===== config.mk =====
export PLATFORM = sky130hd
export DESIGN_NAME = ec_mailbox
export DESIGN_NICKNAME = d
export VERILOG_FILES = /design/src/rtl/ec_mailbox.sv
export SDC_FILE = /design/constraint.sdc
export NUM_CORES = 1
export LEC_CHECK = 0
export ABC_AREA = 1
export CAP_MARGIN = 30
export CORE_ASPECT_RATIO = 1.25
export CORE_MARGIN = 2
export CORE_UTILIZATION = 35
export DETAILED_ROUTE_END_ITERATION = 12
export HOLD_SLACK_MARGIN = 0.02
export PLACE_DENSITY = 0.61
export SYNTH_ARGS = -nofsm -noshare
export SYNTH_HDL_FRONTEND = slang
export SYNTH_SLANG_ARGS = --single-unit

===== constraint.sdc =====
create_clock -name clk -period 1.71 [get_ports clk]
set_input_delay 0.171 -clock clk [delete_from_list [all_inputs] [get_ports clk]]
set_output_delay 0.171 -clock clk [all_outputs]
set_load 0.02 [all_outputs]

===== src/rtl/ec_mailbox.sv =====
module ec_mailbox #(
  parameter int CONSUME_LAT = 1,
  parameter int EVW         = 8
) (
  input  logic           clk,
  input  logic           rst_n,
  input  logic           hst_wr,
  input  logic           hst_rd,
  input  logic           hst_sel_cmd,
  input  logic [7:0]     hst_wdata,
  output logic [7:0]     hst_rdata,
  input  logic [EVW-1:0] evt_set,
  output logic           reg_re,
  output logic           reg_we,
  output logic [7:0]     reg_addr,
  output logic [7:0]     reg_wdata,
  input  logic [7:0]     reg_rdata
);
  localparam int CW = $clog2(CONSUME_LAT + 1);
  localparam logic [7:0] C_RD = 8'h80, C_WR = 8'h81, C_BE = 8'h82,
                         C_BD = 8'h83, C_QR = 8'h84, BURST_ACK = 8'h90;

  typedef enum logic [2:0] {S_IDLE, S_RADDR, S_RWAIT, S_WADDR, S_WDATA} st_t;

  st_t            st;
  logic           ibf, obf, cflag, burst;
  logic [7:0]     ibuf, obuf, waddr;
  logic [CW-1:0]  cnt;
  logic [EVW-1:0] pend, q_clr;
  logic [7:0]     q_num;

  wire take     = ibf && (cnt == '0) && (st != S_RWAIT) && !hst_wr;
  wire take_cmd = take && cflag;
  wire take_dat = take && !cflag;
  wire do_query = take_cmd && (ibuf == C_QR);
  wire do_burst = take_cmd && (ibuf == C_BE);

  assign hst_rdata = hst_sel_cmd ? {3'b000, burst, cflag, 1'b0, ibf, obf} : obuf;
  assign reg_re    = take_dat && (st == S_RADDR);
  assign reg_we    = take_dat && (st == S_WDATA);
  assign reg_addr  = (st == S_WDATA) ? waddr : ibuf;
  assign reg_wdata = ibuf;

  always_comb begin
    q_num = 8'h00;
    q_clr = '0;
    for (int i = EVW - 1; i >= 0; i--) begin
      if (pend[i]) begin
        q_num    = 8'(i + 1);
        q_clr    = '0;
        q_clr[i] = 1'b1;
      end
    end
  end

  always_ff @(posedge clk) begin
    if (!rst_n) begin
      ibf <= 1'b0; cflag <= 1'b0; ibuf <= 8'h00; cnt <= '0;
    end else if (hst_wr) begin
      ibf <= 1'b1; cflag <= hst_sel_cmd; ibuf <= hst_wdata;
      cnt <= CW'(CONSUME_LAT - 1);
    end else if (take) begin
      ibf <= 1'b0;
    end else if (ibf && cnt != '0) begin
      cnt <= cnt - 1'b1;
    end
  end

  always_ff @(posedge clk) begin
    if (!rst_n) begin
      st <= S_IDLE; waddr <= 8'h00; burst <= 1'b0;
      obf <= 1'b0; obuf <= 8'h00; pend <= '0;
    end else begin
      pend <= (pend | evt_set) & ~(do_query ? q_clr : '0);
      if (hst_rd && !hst_sel_cmd) obf <= 1'b0;
      if (st == S_RWAIT) begin
        obuf <= reg_rdata; obf <= 1'b1; st <= S_IDLE;
      end else if (take_cmd) begin
        st <= S_IDLE;
        case (ibuf)
          C_RD: st <= S_RADDR;
          C_WR: st <= S_WADDR;
          C_BE: begin burst <= 1'b1; obuf <= BURST_ACK; obf <= 1'b1; end
          C_BD: burst <= 1'b0;
          C_QR: begin obuf <= q_num; obf <= 1'b1; end
          default: ;
        endcase
      end else if (take_dat) begin
        case (st)
          S_RADDR: st <= S_RWAIT;
          S_WADDR: begin waddr <= ibuf; st <= S_WDATA; end
          S_WDATA: st <= S_IDLE;
          default: st <= S_IDLE;
        endcase
      end
    end
  end


  wr_sets_ibf_chk: assert property (@(posedge clk) disable iff (!rst_n)
    hst_wr |=> ibf);

  reg_strobe_excl_chk: assert property (@(posedge clk) disable iff (!rst_n)
    $onehot0({reg_re, reg_we}));

  read_reply_chk: assert property (@(posedge clk) disable iff (!rst_n)
    reg_re |=> ##1 obf);

  rd_clears_obf_chk: assert property (@(posedge clk) disable iff (!rst_n)
    (hst_rd && !hst_sel_cmd && st != S_RWAIT && !take_cmd) |=> !obf);

  burst_ack_chk: assert property (@(posedge clk) disable iff (!rst_n)
    do_burst |=> (burst && obf && obuf == BURST_ACK));

  take_clears_ibf_chk: assert property (@(posedge clk) disable iff (!rst_n)
    take |=> !ibf);
endmodule


==> run_results.csv, run 1 <==
group,metric,value,unit
outcome,outcome,"completed",
timing,worst_slack,0.1205,ns
setup_path,critPathBufInv,1,
hold_path,hold_path.class,"flip-flop to flip-flop",
power,p_switching,516.5,uW
timing,tightest_slew,0.4359,ns
power,p_leak,0.001220,uW
setup_path,worstSetupPathType,"flip-flop to output pin",
die,dieWidth,71.54,um
drt,drc_errors,0,
setup_path,critPathCaptureType,"output pin",
synthesis,synthTopCellsByCount,"nand2_1 (65), dfxtp_1 (40), inv_1 (39), nor2_1 (31), a21oi_1 (28)",
drt,wirelength,4661,um
drt,first_pass_iters,4,
global_route,grt_usage,16.89,%
hold_path,hold_path_depth,1,
timing,slew_violations,0,
synthesis,synth_mux_area_share,0,%
power,irDropWorstVdd,0.0003290,V
die,die_y,88.43,um
die,ios,55,
global_route,grt_pass1_vias,1914,
power,powerDensity,700.5,mW/mm^2
die,dieArea,0.006326,sq mm
clock_tree,clk_path_buf_depth,2,
timing,hold_viol,0,
setup_path,cp_top_family,"buffers and inverters",
global_route,grt_remaining_overflow,0,
power,finalPower,1905,uW
setup_path,critical_path_peak_fanout,8,
clock_tree,cts_tree,"done",
power,p_comb_share,16.3,%
clock_tree,clk-insertion-delay-late,0.29,ns
setup_path,required,1.54,ns
cells_and_area,antennaDiodeCount,0,
synthesis,yosys.area_share.simple,31.22,%
drt,via_per_inst,4.624,
clock_tree,cts.clk_slew.worst_paths,0.07,ns
power,swShare,27.11,%
power,seq_power_share,52.3,%
timing,finClkSkew,0.006306,ns
synthesis,postSynthAreaPerCell,6.788,sq um
global_route,grt_pass1_wl,8487,um
timing,rsz0062_at_grt,"false",
die,core.rowCount,30,
clock_tree,htree_levels,2,
synthesis,synth_area,0.001996,sq mm
synthesis,synth_edf_count,0,
synthesis,synth_nets,323,
global_route,grt_max_degree,19,
placement,place_ws,-0.07056,ns
synthesis,ys_seq_elements,40,
clock_tree,cts_root_buffer,"clkbuf_8",
synthesis,netlist_instances,294,
die,core_area,0.005480,sq mm
clock_tree,clock-sinks,40,
setup_path,cpPeakStageDelay,0.66,ns
synthesis,yosysTopAreaCellShare,40.13,%
cells_and_area,syn_to_final_growth,36.30,%
placement,dpl_cell_area,0.002680,sq mm
synthesis,yosys-top-cells-area,"dfxtp_1 (40%), nand2_1 (12%), inv_1 (7.3%)",
synthesis,yosysTopAreaCell,"dfxtp_1",
timing,slew-limit-headroom,70.78,%
power,p_clk_share,31.4,%
setup_path,r2r_setup_slack,0.24,ns
synthesis,synthXorXnorAreaFrac,0,%
placement,dp_cells,416,
hold_path,holdPathEnd,"cnt",
setup_path,cp_cell_sequence,"clkdlybuf4s50_1",
setup_path,cp-start-kind,"flip-flop",
cells_and_area,fin_area,0.002720,sq mm
synthesis,synth_fa_ha_area_share,0,%
synthesis,synthDistinctLibCells,30,
timing,period_minus_slack,1.589,ns
power,intPower,1389,uW
synthesis,synthMostInstantiatedCell,"nand2_1",
synthesis,synth_ff_type,"dfxtp_1",
drt,drt_iter0_drc,92,
timing,finalCritPeriodShare,92.95,%
cells_and_area,fin_nets,388,
setup_path,rr_worst_depth,9,
synthesis,yosys_warnings,0,
drt,vias,1956,
drt,wl_per_cell,11.02,um
clock_tree,cts_setup_buffers,0,
cells_and_area,layout-drive-gt1-share,13.93,%
setup_path,slowest_stage,"clkdlybuf4s50_1",
die,start_util,36.42,%
setup_path,r2r-end,"obuf[0]",
synthesis,synth-compound-area-share,18.06,%
flow_run,max-cap-violations,0,
placement,hpwl,3619,um
placement,port_buffers,54,
cells_and_area,final_cells,423,
setup_path,r2r_start,"st[2]",
hold_path,hp-start,"ibf",
timing,finalSetupViolations,0,
placement,gp_congestion,0.7791,
synthesis,synth_seq_area_share,40.13,%
setup_path,cp.arrival,1.42,ns
drt,ant_nets,0,
global_route,antenna_found_initial,0,
synthesis,async_flop_share,0,%
clock_tree,numCtsBuffers,5,
cells_and_area,n_fill_cell,577,
timing,fmax,629.1,MHz
synthesis,synth_top_family_by_area,"simple AND/OR/NAND/NOR gates",
[worst max path at each step]
stage	from	to	slack, ns	cells after the start
final	reg_wdata[1]	reg_wdata[1]	0.12	1
after global routing	st[0]	reg_addr[3]	0.01	5
after CTS	ibf	reg_re	0.0006	7
after detailed placement	hst_sel_cmd	hst_rdata[1]	-0.07	4
after global placement	hst_sel_cmd	hst_rdata[1]	-0.05	4
after floorplan	st[1]	reg_addr[0]	0.25	4
[final cells by class]
cell class / instances / area [sq um] / share of cell area, %
clock inverters: 1 / 5.005 / 0.1840
inverters: 44 / 165.2 / 6.072
clock buffers: 6 / 72.57 / 2.668
multi-input cells: 201 / 983.4 / 36.15
flip-flops and latches: 40 / 800.8 / 29.44
repair buffers: 67 / 613.1 / 22.54
well taps: 64 / 80.08 / 2.944
[what timing repair did]
| item | CTS | global route |
|---|---|---|
| resized for setup | 14 | 35 |
| cloned | 0 | 0 |
| setup endpoints to repair | 12 | 16 |
| hold buffers | 0 | 0 |
[power groups by stage]
| stage | clock network (uW) | registers (uW) | logic, uW |
|---|---|---|---|
| finish | 597 | 997 | 311 |
| global route | 649 | 1000 | 349 |
| CTS | 618 | 998 | 318 |
| detailed placement | 0 | 1020 | 328 |
| global placement | 0 | 1020 | 326 |
| floorplan | 0 | 1030 | 152 |
[routing by layer]
layer	up-vias	GRT usage (%)	wire, um
met5	-	0	0
met2	40	29.21	2225
met4	0	5.660	70
met1	836	20.94	2141
met3	7	3.531	224
li1	1073	-	-
[cell usage in the layout, fill, tap and decap left out, drive strengths merged]
cell / n
nand2: 71
inv: 43
dfxtp: 40
nor2: 37
clkdlybuf4s50: 36
o21ai: 29
a21oi: 28
nand3: 18
clkbuf: 15
buf: 14
dlymetal6s2s: 6
nor3: 5
o211ai: 4
a31oi: 2
nand4: 2
o22ai: 2
dlygate4sd2: 2
clkinv: 2
nand3b: 1
a211oi: 1
o221ai: 1
[logic make-up after synthesis]
logic type / after synthesis
DFF: 40
AOI/OAI and AO/OA: 67
buffers and inverters: 53
and+or+nand+nor: 134
[through the flow]
stage | hold WS (ns) | TNS [ns] | util, %
after floorplan | 0.2476 | 0 | -
after global placement | 0.3998 | -0.1139 | 48.90
after detailed placement | 0.4205 | -0.1446 | 48.90
after CTS | 0.4321 | 0 | 50.09
after global routing | 0.4537 | 0 | 49.63
final | 0.4300 | 0 | 49.63
[flip-flops by register name, indices dropped and copies added (netlist names)]
name,flops
reg_wdata,8
obuf,8
pend,8
waddr,8
cflag,1
ibf,1
burst,1
obf,1
cnt,1
st,3
Note: power is estimated with default switching activity, not from simulation.
==> run 2, diff against run 1 <==
--- a/config.mk
+++ b/config.mk
@@ -6,7 +6,6 @@
 export NUM_CORES = 1
 export LEC_CHECK = 0
 export ABC_AREA = 1
-export CAP_MARGIN = 30
 export CORE_ASPECT_RATIO = 1.25
 export CORE_MARGIN = 2
 export CORE_UTILIZATION = 35
==> results of run 2 <==
No change in the layout: final DEF, timing and power equal those of run 1.
==> run 3, diff against run 2 <==
--- a/config.mk
+++ b/config.mk
@@ -10,7 +10,6 @@
 export CORE_MARGIN = 2
 export CORE_UTILIZATION = 35
 export DETAILED_ROUTE_END_ITERATION = 12
-export HOLD_SLACK_MARGIN = 0.02
 export PLACE_DENSITY = 0.61
 export SYNTH_ARGS = -nofsm -noshare
 export SYNTH_HDL_FRONTEND = slang
==> results of run 3 <==
No change in the layout: final DEF, timing and power equal those of run 1.
